$ cat config.mk
export PLATFORM = sky130hd
export DESIGN_NAME = erase_susp_ctrl
export DESIGN_NICKNAME = d
export VERILOG_FILES = /design/src/rtl/esr_pkg.sv /design/src/rtl/esr_timer.sv /design/src/rtl/esr_toggle.sv /design/src/rtl/esr_sector_hit.sv /design/src/rtl/erase_susp_ctrl.sv
export SDC_FILE = /design/constraint.sdc
export NUM_CORES = 1
export LEC_CHECK = 0
export BUFFER_PORTS_ARGS = -buffer_cell sky130_fd_sc_hd__buf_2
export CAP_MARGIN = 20
export CORE_MARGIN = 1
export CORE_UTILIZATION = 36
export CTS_BUF_LIST = sky130_fd_sc_hd__clkbuf_16
export DETAILED_ROUTE_END_ITERATION = 12
export PLACE_DENSITY = 0.74
export SLEW_MARGIN = 10
export SYNTH_ARGS = -nofsm -noshare
export SYNTH_HDL_FRONTEND = slang
export SYNTH_SLANG_ARGS = --single-unit
$ cat constraint.sdc
create_clock -name clk -period 1.4 [get_ports clk]
set_clock_uncertainty 0.05 [all_clocks]
set_input_delay 0.07 -clock clk [delete_from_list [all_inputs] [get_ports clk]]
set_output_delay 0.07 -clock clk [all_outputs]
set_load 0.005 [all_outputs]
$ cat src/rtl/esr_pkg.sv
package esr_pkg;
  typedef enum logic [1:0] {
    ST_RUN  = 2'd0,
    ST_PEND = 2'd1,
    ST_SUSP = 2'd2
  } esr_state_e;

  localparam logic [7:0] CMD_SUSPEND = 8'hB0;
  localparam logic [7:0] CMD_RESUME  = 8'h30;

  function automatic logic is_suspend(input logic [7:0] d);
    return d == CMD_SUSPEND;
  endfunction

  function automatic logic is_resume(input logic [7:0] d);
    return d == CMD_RESUME;
  endfunction
endpackage

$ cat src/rtl/esr_timer.sv
module esr_timer #(
  parameter int TIMEOUT = 16
) (
  input  logic clk,
  input  logic rst_n,
  input  logic run,
  output logic expired
);
  localparam int CW = (TIMEOUT > 2) ? $clog2(TIMEOUT) : 1;
  localparam logic [CW-1:0] LIMIT = CW'(TIMEOUT - 1);

  logic [CW-1:0] cnt_q;

  always_ff @(posedge clk) begin
    if (!rst_n || !run) cnt_q <= '0;
    else if (cnt_q != LIMIT) cnt_q <= cnt_q + 1'b1;
  end

  assign expired = run && (cnt_q == LIMIT);
endmodule

$ cat src/rtl/esr_toggle.sv
module esr_toggle (
  input  logic clk,
  input  logic rst_n,
  input  logic en,
  output logic tog
);
  always_ff @(posedge clk) begin
    if (!rst_n) tog <= 1'b0;
    else if (en) tog <= ~tog;
  end
endmodule

$ cat src/rtl/esr_sector_hit.sv
module esr_sector_hit #(
  parameter int ADDR_W = 12,
  parameter int NSECT  = 8
) (
  input  logic [ADDR_W-1:0] addr,
  input  logic [NSECT-1:0]  mask,
  output logic              hit
);
  localparam int SW = (NSECT > 1) ? $clog2(NSECT) : 1;

  function automatic logic [SW-1:0] sector_of(input logic [ADDR_W-1:0] a);
    return a[ADDR_W-1 -: SW];
  endfunction

  assign hit = mask[sector_of(addr)];
endmodule

$ cat src/rtl/erase_susp_ctrl.sv
module erase_susp_ctrl
  import esr_pkg::*;
#(
  parameter int ADDR_W  = 12,
  parameter int NSECT   = 8,
  parameter int TIMEOUT = 16
) (
  input  logic              clk,
  input  logic              rst_n,
  input  logic              wr_stb,
  input  logic [7:0]        wr_data,
  input  logic              erase_active,
  input  logic              break_pt,
  input  logic [NSECT-1:0]  sect_mask,
  input  logic              rd_en,
  input  logic [ADDR_W-1:0] rd_addr,
  output logic              halt_req,
  output logic              resume_req,
  output logic              toggle_bit,
  output logic              rd_invalid,
  output logic              abort_pulse
);
  esr_state_e state_q, state_d;
  logic resume_q, resume_d, abort_q, abort_d;

  // Named internal events, used by the bound checker
  logic pend_w, susp_w, tmr_expired, sect_hit, tog_en;
  assign pend_w = (state_q == ST_PEND);
  assign susp_w = (state_q == ST_SUSP);

  esr_timer #(.TIMEOUT(TIMEOUT)) u_timer (
    .clk(clk), .rst_n(rst_n), .run(pend_w), .expired(tmr_expired)
  );

  assign tog_en = erase_active && !susp_w;
  esr_toggle u_toggle (
    .clk(clk), .rst_n(rst_n), .en(tog_en), .tog(toggle_bit)
  );

  esr_sector_hit #(.ADDR_W(ADDR_W), .NSECT(NSECT)) u_hit (
    .addr(rd_addr), .mask(sect_mask), .hit(sect_hit)
  );

  always_comb begin
    state_d  = state_q;
    resume_d = 1'b0;
    abort_d  = 1'b0;
    unique case (state_q)
      ST_RUN: begin
        if (wr_stb && is_suspend(wr_data) && erase_active) state_d = ST_PEND;
      end
      ST_PEND: begin
        if (!erase_active) state_d = ST_RUN;
        else if (break_pt || tmr_expired) state_d = ST_SUSP;
      end
      ST_SUSP: begin
        if (wr_stb) begin
          if (is_resume(wr_data)) begin
            state_d  = ST_RUN;
            resume_d = 1'b1;
          end else if (!is_suspend(wr_data)) begin
            state_d = ST_RUN;
            abort_d = 1'b1;
          end
        end
      end
      default: state_d = ST_RUN;
    endcase
  end

  always_ff @(posedge clk) begin
    if (!rst_n) begin
      state_q  <= ST_RUN;
      resume_q <= 1'b0;
      abort_q  <= 1'b0;
    end else begin
      state_q  <= state_d;
      resume_q <= resume_d;
      abort_q  <= abort_d;
    end
  end

  assign halt_req    = (state_q != ST_RUN);
  assign resume_req  = resume_q;
  assign abort_pulse = abort_q;
  assign rd_invalid  = susp_w && rd_en && sect_hit;
endmodule

## Yosys cells after proc, flatten, opt, wreduce, memory -nomap -nowiden

Index checks and enable logic that the tools add are counted.

- Bits in registers: 9
- Bits of input ports: 34
- Output and inout port bits: 5
- Word-level logic and storage cells: 48

- Add/sub/neg operators: 1
- Order comparisons: 1
- Eq/ne operators: 10
- Mux-type cells: 11
- Bitwise operators: 4
- Reductions and logical operators: 16

Operators with widths:

| operator | count |
|---|---|
| two-way mux 2 bit | 6 |
| equality test 8 x 6 -> 1 bit (second input constant) | 1 |
| equality test 8 bit (second input constant) | 1 |
| logical AND 1 bit | 6 |
| != test 3 bit (second input constant) | 2 |
| one-hot mux 2 bit (3 select lines) | 1 |
| adder 4 x 1 -> 4 bit (second input constant) | 1 |
| equality test 4 bit (second input constant) | 1 |
| < comparator 3 x 4 -> 1 bit (second input constant) | 1 |
| != test 2 bit (second input constant) | 2 |
| != test 4 bit (second input constant) | 1 |
| inverter 1 bit | 4 |
| AND reduction 4 bit | 1 |
| OR reduction 4 bit | 1 |
| binary-select mux 1 bit (select 3 bit) | 1 |
| zero test 1 bit | 3 |
| two-way mux 1 bit | 3 |
| AND reduction 3 bit | 1 |
| equality test 2 x 1 -> 1 bit (second input constant) | 1 |
| equality test 2 bit (second input constant) | 1 |
| zero test 2 bit | 1 |
| logical OR 1 bit | 2 |
| nonzero test 2 bit | 1 |

## Longest topological paths before layout

Gate-level depths: netlist (run 1).

- Depth in word-level cells: 6
- Gate-level depth with buffers: 4
- Gate-level depth less buffers: 4

## Cells and area by module

Synthesis (run 1) repeated with hierarchy kept, for this count alone.

- Cell total of the unflattened synthesis: 53
- Area total of the unflattened synthesis: 533.0 um^2

Modules (own cells, without submodules):

| module | times used | cells an instance | area an instance (um^2) | sequential area each (um^2) |
|---|---|---|---|---|
| erase_susp_ctrl | 1 | 27 | 236.5 | 80.1 |
| esr_timer | 1 | 20 | 197.7 | 80.1 |
| esr_sector_hit | 1 | 3 | 63.8 | 0.0 |
| esr_toggle | 1 | 3 | 35.0 | 20.0 |

## Worst setup path before layout (run 1)

Ideal clock, no wire load.

- Kind: register -> register
- From: register u_timer.cnt_q[0]
- To: register u_timer.cnt_q[1]
- Library setup time: 0.117 ns
- Arrival time: 0.916 ns
- Required time: 1.233 ns
- Path slack: 0.317 ns
- Cell stages (with the launch flop): 5
- Path buffers: 0
- Period minus slack after synthesis: 1.083 ns
- Path through: dfxtp_1 ha_1 nand3_1 mux2i_1 nor2_1

- Longest elaborated chain between the ends: 1
- Elaborated cells on any way between the ends: 2
- Those cells by class: add/sub (1); eq/ne (1)

RTL lines:

| item | RTL line | text |
|---|---|---|
| start, declared | esr_timer.sv:12 | `logic [CW-1:0] cnt_q;` |
| start signal, assigned | esr_timer.sv:16 | `else if (cnt_q != LIMIT) cnt_q <= cnt_q + 1'b1;` |
| adder 4 x 1 -> 4 bit or != test 4 bit (tied branches) | esr_timer.sv:16 |  |

Several ways; a longest one is shown, not always the timed one.
A chain may end at the register's enable or synchronous reset.

## Final worst setup path (run 1)

- From: register state_q[0]
- To: output port rd_invalid

- Longest elaborated chain between the ends: 3

RTL lines:

| item | RTL line | text |
|---|---|---|
| start, declared | erase_susp_ctrl.sv:23 | `esr_state_e state_q, state_d;` |
| start signal, assigned | erase_susp_ctrl.sv:77 | `state_q <= state_d;` |
| equality test 2 bit | erase_susp_ctrl.sv:29 | `assign susp_w = (state_q == ST_SUSP);` |
| logical AND 1 bit (2 in series) | erase_susp_ctrl.sv:86 | `assign rd_invalid = susp_w && rd_en && sect_hit;` |
| end, declared | erase_susp_ctrl.sv:20 | `output logic rd_invalid,` |

No other way between the ends.

==> results.ini, run 1 <==
[critical_path]
cp-start-kind=flip-flop
arrival_ns=1.07
endpoint_kind=output pin
reg2reg_depth=4
crit_fanout=5
crit_type=flip-flop to output pin
cp.required_ns=1.28

[clock_tree]
post-cts-setup-buffers=0
numCtsBuffers=3
clock_latency_ns=0.23
cts-root-buf=clkbuf_16
clock_path_buffers=2
cts.clk_slew.worst_paths_ns=0.04
htreeDepth=1
clock_sinks=9
cts_tree=done

[timing]
final_max_slew_viol_count=0
fin_setup_tns_ns=0
worst_slew_pin_slew_ns=0.394
hold_viol=0
min_period_over_period_pct=85.0
finalSetupViolations=0
max_freq_mhz=840
slew_headroom_pct=73.6
min_period_ns=1.19
rsz0062_at_grt=false

[routing]
num_vias=509
totalWireLength_um=1030
dr.pass1.iters=4
drtAntennaViolNets=0
wl_per_cell_um=10.3
drt_iter0_markers=7
via_per_inst=5.09
drc_errors=0

[yosys]
yosys_warnings=0
postSynthCellCount=52
ys_seq_area_share_pct=38.4
synthesis.area_um2=469
synthDistinctLibCells=21
synth_seq_cells=9
syn_avg_cell_area_um2=9.02
synth_nets=87

[floorplan]
start_util_pct=40.6
die_y_um=38.1
dieArea_um2=1450
num_rows=12
core_region_area_um2=1160
io-pin-count=39
die_width_um=38.1

[global_route]
grt_max_degree=7
antenna_found_initial=0
grt_pass1_vias=454
grt_pass1_wl_um=1690
grt_use_total_pct=18.2
grt_overflow=0

[placed_design]
io_buffers=29
hpwl_um=829
gp_congestion=0.658
post_dp_cell_area_um2=632

[cells_and_area]
diodes=0
syn_to_final_growth_pct=54.1
n_fill_cell=105
nets=122
register_area_um2=180
multiInputGateArea_um2=284
drive_above_1_share_pct=40.7
final_area_um2=723

[power]
p_leak_nw=0.349
ir_drop_v=0.000871
power_density_nw_per_um2=1130

[status]
status=finished clean

[hold_path]
hold_depth=3
hp-class=primary input to flip-flop

[flow_run]
maxCapViolCount=0

worst paths after layout:
kind | from | end | slack [ns]
hold / removal | erase_active | state_q[0] | 0.02
setup / recovery | state_q[0] | rd_invalid | 0.21
setup reg to reg | u_timer.cnt_q[0] | u_timer.cnt_q[0] | 0.23
hold reg to reg | u_toggle.tog | u_toggle.tog | 0.45
Yosys cell counts:
library cell | count | share of area, %
nand2_1 | 7 | 5.6
a21boi_0 | 1 | 1.6
nor3b_1 | 1 | 1.6
and4bb_2 | 1 | 2.7
o32ai_1 | 1 | 1.9
nor3_1 | 4 | 4.3
inv_1 | 2 | 1.6
nor2_1 | 5 | 4.0
nand3_1 | 3 | 3.2
ha_1 | 1 | 2.7
o21ai_0 | 1 | 1.1
or3_1 | 1 | 1.3
xnor2_1 | 1 | 1.9
a21oi_1 | 2 | 2.1
dfxtp_1 | 9 | 38
mux2i_1 | 2 | 4.3
nand4_1 | 1 | 1.3
a31oi_1 | 3 | 4.0
nor2b_1 | 3 | 4.0
or2_2 | 1 | 1.3
mux4_1 | 2 | 11
state kept, by name (all words and copies together), names as in the netlist:
signal,count
u_timer.cnt_q,4
state_q,2
abort_pulse,1
resume_req,1
u_toggle.tog,1
where the power goes:
group	internal [W]	switching [W]	leakage [nW]
logic	0.0000437	0.0000225	0.234
clock network	0.000372	0.000118	0.0423
registers	0.000260	0.00000122	0.0727
total	0.000676	0.000141	0.349
worst max-delay path, stage by stage, from the launching register on:
cell	delay, ns
dfxtp_1	0.34
nor2b_2	0.21
nand2_1	0.08
nor2_1	0.09
buf_2	0.11
logic make-up (layout without fill, tap and decap cells):
| logic type | count (synthesis) | count (layout) | share of synthesized area (%) |
|---|---|---|---|
| and+or+nand+nor | 27 | 27 | 29.3 |
| DFF | 9 | 9 | 38.4 |
| AOI/OAI and AO/OA | 8 | 8 | 10.7 |
| muxes | 4 | 4 | 15.5 |
| buffers and inverters | 2 | 36 | 1.60 |
| adders and majority gates | 1 | 1 | 2.67 |
| xor gates and xnor gates | 1 | 1 | 1.87 |
placed cells by master, fill, tap and decap left out, types with 2 or more instances in the layout:
cell,synthesis,final
a21oi_1,2,2
nand3_1,3,3
nor3_1,4,4
inv_1,2,3
mux4_1,2,2
dfxtp_1,9,9
clkbuf_16,0,3
nor2b_1,3,2
a31oi_1,3,3
buf_2,0,29
nor2_1,5,5
mux2i_1,2,2
nand2_1,7,7
area by class of cell:
class / instances / area share (%)
clock buffer: 3 / 10.4
clock inverter: 1 / 0.519
inverter: 2 / 1.04
multi-input combinational: 41 / 39.3
sequential: 9 / 24.9
tap: 14 / 2.42
timing repair buffer: 30 / 21.5
per-layer routing:
layer / up-vias / share of wire (%) / global-route usage (%)
met5: - / 0 / 0
met4: 0 / 2.7 / 13.4
met3: 5 / 12 / 9.88
met2: 28 / 47 / 30.1
met1: 215 / 38 / 16.6
li1: 261 / - / -
repair_timing:
action | CTS | global route
setup endpoints to repair | 0 | 1
endpoints found under the hold margin | 1 | 0
resized for setup | 0 | 1
hold buffers | 1 | 0
metrics by stage:
stage               instances  setup slack (ns)  util, %  hold slack (ns)  total power [W]
floorplan                  52             0.317        -           0.0979         0.000290
global placement           95             0.256     54.7            0.218         0.000328
detailed placement         95             0.228     54.7            0.223         0.000330
CTS                       100             0.116     62.3           0.0136         0.000833
global route              100            0.0892     62.6           0.0242         0.000847
finish                    100             0.210     62.6           0.0173         0.000817
(Power assumes the default switching activity.)
==> run 2: changes to the inputs <==
--- a/config.mk
+++ b/config.mk
@@ -5,13 +5,14 @@
 export SDC_FILE = /design/constraint.sdc
 export NUM_CORES = 1
 export LEC_CHECK = 0
+export ABC_AREA = 1
 export BUFFER_PORTS_ARGS = -buffer_cell sky130_fd_sc_hd__buf_2
 export CAP_MARGIN = 20
 export CORE_MARGIN = 1
-export CORE_UTILIZATION = 36
+export CORE_UTILIZATION = 35
 export CTS_BUF_LIST = sky130_fd_sc_hd__clkbuf_16
 export DETAILED_ROUTE_END_ITERATION = 12
-export PLACE_DENSITY = 0.74
+export PLACE_DENSITY = 0.71
 export SLEW_MARGIN = 10
 export SYNTH_ARGS = -nofsm -noshare
 export SYNTH_HDL_FRONTEND = slang
==> constraint.sdc (replaced) <==
create_clock -name clk -period 1 [get_ports clk]
set_clock_uncertainty 0.05 [all_clocks]
set_input_delay 0.05 -clock clk [delete_from_list [all_inputs] [get_ports clk]]
set_output_delay 0.05 -clock clk [all_outputs]
set_load 0.005 [all_outputs]
==> results.ini, run 2 <==
[status]
status=finished, violations left
violations=negative setup slack

[timing]
worst_slew_pin_slew_ns=0.233
min_period_over_period_pct=108
rsz0062_at_grt=true
hold_viol=0
fin_ws_ns=-0.0843
hold_ws_ns=0.0432
max_freq_mhz=922
slew_headroom_pct=84.4
final_max_slew_viol_count=0
fin_setup_tns_ns=-0.358
min_period_ns=1.08
finalSetupViolations=6

[yosys]
synth_mux_area_share_pct=0
synth-adder-area-share_pct=2.23
ys_seq_area_share_pct=32.1
netlist_top_cells_count=inv_1, nor2_1, nand2_1, dfxtp_1, nand3_1
yosys_warnings=0
synth_top_area_share_pct=32.1
synthesis.area_um2=561
synth_ff_type=dfxtp_1
postSynthCellCount=89
synth_compound_area_share_pct=19.6
synth.area.top_cells=dfxtp_1, inv_1, nor2_1
synth_nets=124
synth_seq_cells=9
async_flop_share_pct=0
synthDistinctLibCells=23
synth_edf_count=0
synth_xor_area_share_pct=0
synth_top_cell_by_area=dfxtp_1
yosys.area_share.simple_pct=33.3
synth_top_family_by_area=simple AND/OR/NAND/NOR gates
syn_avg_cell_area_um2=6.30

[critical_path]
cp.required_ns=0.90
endpoint_kind=output pin
cp_common_cell=inv_2
cp-start-kind=flip-flop
cp-startpoint=state_q[0]
cp_slowest_cell=dfxtp_2
arrival_ns=0.98
r2r-start=state_q[0]
crit_type=flip-flop to output pin
critical_path.cell_chain=inv_2, nand2_2, inv_2, nand3_2, nor2_1, buf_2
crit_fanout=4
cp_slowest_stage_delay_ns=0.33

[global_route]
grt_pass1_vias=594
grt_use_total_pct=16.7
antenna_found_initial=0
grt_max_degree=6
grt_pass1_wl_um=2200
grt_overflow=0

[cells_and_area]
final_common_cell=buf_2
layout_common_cells=buf_2, inv_1, nor2_1
drive_above_1_share_pct=46.5
nets=163
top_regs=u_timer.cnt_q (4), state_q (2)
syn_to_final_growth_pct=66.3
diodes=0
largest_register_ff_count=4
top_register=u_timer.cnt_q

[placed_design]
hpwl_um=1070
io_buffers=29
place_ws_ns=-0.0557
gp_congestion=0.751

[routing]
num_vias=695
dr.pass1.iters=5
drc_errors=0
drt_iter0_markers=3
wl_per_cell_um=10.2
via_per_inst=4.86
drtAntennaViolNets=0
totalWireLength_um=1460

[clock_tree]
clock_path_buffers=2
cts-root-buf=clkbuf_16
clock_latency_ns=0.23
htreeDepth=1
clock_sinks=9
cts.clk_slew.worst_paths_ns=0.04
postCtsHoldBufs=0
cts_tree=done
numCtsBuffers=3

[floorplan]
io-pin-count=39
core_region_area_um2=1510
dieArea_um2=1770
die_width_um=42.0
num_rows=14
start_util_pct=37.2
die_y_um=42.0

[power]
p_leak_nw=0.465
power_density_nw_per_um2=1240
ir_drop_v=0.00143

[hold_path]
hold_start=rst_n
hp-class=primary input to flip-flop

[flow_run]
maxCapViolCount=0

-- run 2: through the flow --
step	area (µm²)	instances	power [W]	util, %
finish	932	143	0.00116	61.9
global route	932	143	0.00121	61.9
CTS	880	142	0.00118	58.4
detailed placement	771	137	0.000473	51.2
global placement	771	137	0.000470	51.2
floorplan	583	89	0.000410	-
-- run 2: worst paths after layout --
path                                      to  slack [ns]  depth (start not counted)
worst min-delay path            u_toggle.tog        0.04                          3
worst max-delay path              rd_invalid       -0.08                          6
worst max register to register  u_toggle.tog       -0.08                          8
worst min register to register  u_toggle.tog        0.40                          1
-- run 2: critical path, delay by kind of cell, from the launching register on --
| kind | cells | cell delay (ns) |
|---|---|---|
| and+or+nand+nor | 3 | 0.20 |
| DFF | 1 | 0.33 |
| buffers and inverters | 3 | 0.23 |
-- run 2: kinds of logic after synthesis --
group / Yosys count
adder cells (fa/ha/maj): 1
buffers and inverters: 19
AND/OR/NAND/NOR: 42
flip-flops: 9
AO/OA/AOI/OAI: 18
-- run 2: report_power, final --
group	switching, W	internal [W]
Combinational	0.0000515	0.0000553
Clock	0.000165	0.000522
Sequential	0.00000213	0.000364
Total	0.000219	0.000941
-- run 2: what timing repair did --
| item | 4_1_cts | 5_1_grt |
|---|---|---|
| resized for setup | 9 | 12 |
| buffers inserted | 1 | 1 |
| endpoints found under the setup margin | 6 | 10 |
| pin swaps | 2 | 4 |
-- run 2: area by class of cell --
type                       count  area, µm²
fill                         137        574
multi-input combinational     61        385
timing repair buffer          34        190
sequential                     9        186
clock buffer                   3       75.1
inverter                      19       71.3
tap                           16       20.0
clock inverter                 1       3.75
-- run 2: per-layer routing --
| layer | part of all wire, % | GRT usage (%) | vias to the layer above |
|---|---|---|---|
| met1 | 38 | 16.2 | 301 |
| met2 | 53 | 29.7 | 25 |
| met5 | 0 | 0 | - |
| met3 | 7.1 | 6.90 | 2 |
| li1 | - | - | 367 |
| met4 | 1.1 | 9.38 | 0 |
==> run 3: changes to the inputs <==
--- a/config.mk
+++ b/config.mk
@@ -10,7 +10,6 @@
 export CAP_MARGIN = 20
 export CORE_MARGIN = 1
 export CORE_UTILIZATION = 35
-export CTS_BUF_LIST = sky130_fd_sc_hd__clkbuf_16
 export DETAILED_ROUTE_END_ITERATION = 12
 export PLACE_DENSITY = 0.71
 export SLEW_MARGIN = 10
==> constraint.sdc (replaced) <==
create_clock -name clk -period 1 [get_ports clk]
set_clock_uncertainty 0.05 [all_clocks]
set_input_delay 0.1 -clock clk [delete_from_list [all_inputs] [get_ports clk]]
set_output_delay 0.1 -clock clk [all_outputs]
set_load 0.005 [all_outputs]
==> results.ini, run 3 (synthesis gave the netlist of run 2 again) <==
[status]
status=finished, violations left
violations=negative setup slack

[routing]
drtAntennaViolNets=0
wl_per_cell_um=10.8
dr.pass1.iters=4
via_per_inst=4.93
totalWireLength_um=1590
drc_errors=0
num_vias=725
drt_iter0_markers=7

[global_route]
grt_overflow=0
grt_pass1_wl_um=2370
antenna_found_initial=0
grt_max_degree=6
grt_pass1_vias=654
grt_use_total_pct=17.0

[critical_path]
cp-start-kind=flip-flop
endpoint_kind=output pin
cp_slowest_stage_delay_ns=0.34
cp_slowest_cell=dfxtp_2
critical_path.cell_chain=inv_2, nand2_2, inv_2, nand3_2, nor2_1, buf_2
cp.required_ns=0.85
crit_fanout=3
crit_buf_inv=3
crit_type=flip-flop to output pin
crit_family=flip-flops
cp_common_cell=inv_2
arrival_ns=1.03

[clock_tree]
numCtsBuffers=3
cts.clk_slew.worst_paths_ns=0.07
postCtsHoldBufs=0
clock_sinks=9
clock_latency_ns=0.27
htreeDepth=1
cts_tree=done
cts-root-buf=clkbuf_4
clock_path_buffers=2

[floorplan]
num_rows=14
start_util_pct=37.2
dieArea_um2=1770
core_region_area_um2=1510
die_width_um=42.0
io-pin-count=39
die_y_um=42.0

[power]
power.total_w=0.000774
p_leak_nw=0.455
power_density_nw_per_um2=845
ir_drop_v=0.000673

[placed_design]
io_buffers=29
hpwl_um=1050
gp_congestion=0.752

[cells_and_area]
top_register=u_timer.cnt_q
largest_register_ff_count=4
diodes=0
nets=167
utilization_pct=60.8
drive_above_1_share_pct=50.4
top_regs=u_timer.cnt_q (4), state_q (2)
syn_to_final_growth_pct=63.4
layout_common_cells=buf_2, nor2_1, inv_1
final_common_cell=buf_2

[timing]
hold_ws_ns=0.0597
slew_headroom_pct=85.1
hold_viol=0
max_freq_mhz=848
fin_ws_ns=-0.179
finalSetupViolations=9
min_period_ns=1.18
worst_slew_pin_slew_ns=0.222
fin_setup_tns_ns=-0.776
min_period_over_period_pct=118
final_max_slew_viol_count=0
rsz0062_at_grt=true

[flow_run]
maxCapViolCount=0

[hold_path]
hp-class=primary input to flip-flop

==> run 3: cell count changes in the layout (fill, tap and decap cells not counted), moves of 2 or more <==
cell	before	now
inv_1	17	15
nand2_1	11	9
buf_4	3	6
clkbuf_4	0	3
nand2_2	1	3
clkbuf_16	3	0
==> run 3: power breakdown <==
| group | switching (W) | leakage, nW | total, W | internal, W |
|---|---|---|---|---|
| sequential | 0.00000258 | 0.0748 | 0.000364 | 0.000361 |
| combinational | 0.0000534 | 0.365 | 0.000109 | 0.0000554 |
| clock | 0.000147 | 0.0150 | 0.000301 | 0.000155 |
| total | 0.000203 | 0.455 | 0.000774 | 0.000571 |
==> run 3: worst paths after layout <==
kind	startpoint	end	slack, ns	depth (start not counted)
worst min register to register	u_toggle.tog	u_toggle.tog	0.42	1
worst min-delay path	rst_n	u_toggle.tog	0.06	3
worst max register to register	state_q[0]	state_q[1]	-0.11	6
worst max-delay path	state_q[0]	rd_invalid	-0.18	6
==> run 3: cell type report <==
| class | count | area, µm² |
|---|---|---|
| inverter | 19 | 71.3 |
| multi-input combinational | 61 | 389 |
| fill | 130 | 591 |
| clock buffer | 4 | 26.3 |
| timing repair buffer | 38 | 224 |
| sequential | 9 | 185 |
| tap | 16 | 20.0 |
==> run 3: stage by stage <==
step           worst slack [ns]  cells  instance area (µm²)
3_3_place_gp            -0.0370    137                  771
5_1_grt                  -0.246    147                  916
2_1_floorplan          -0.00127     89                  583
4_1_cts                  -0.158    144                  850
3_5_place_dp            -0.0479    137                  771
6_report                 -0.179    147                  916
==> run 3: metal layers <==
| metal | global-route usage [%] | share of wire [%] | vias to the layer above |
|---|---|---|---|
| met2 | 32.2 | 52 | 24 |
| met3 | 5.17 | 6.7 | 6 |
| met4 | 6.88 | 2.0 | 0 |
| met5 | 0 | 0 | - |
| li1 | - | - | 370 |
| met1 | 17.0 | 39 | 325 |
==> run 3: worst reg2reg max path, delay by kind of cell, from the launching register on <==
| family | cells | cell delay (ns) |
|---|---|---|
| AOI/OAI and AO/OA | 1 | 0.14 |
| buffers and inverters | 1 | 0.12 |
| DFF | 1 | 0.35 |
| and+or+nand+nor | 4 | 0.34 |
==> run 3: repair_timing <==
| action | in CTS | in global routing |
|---|---|---|
| pin swaps | 4 | 7 |
| buffers inserted | 3 | 3 |
| resized for setup | 13 | 11 |
| endpoints found under the setup margin | 6 | 10 |
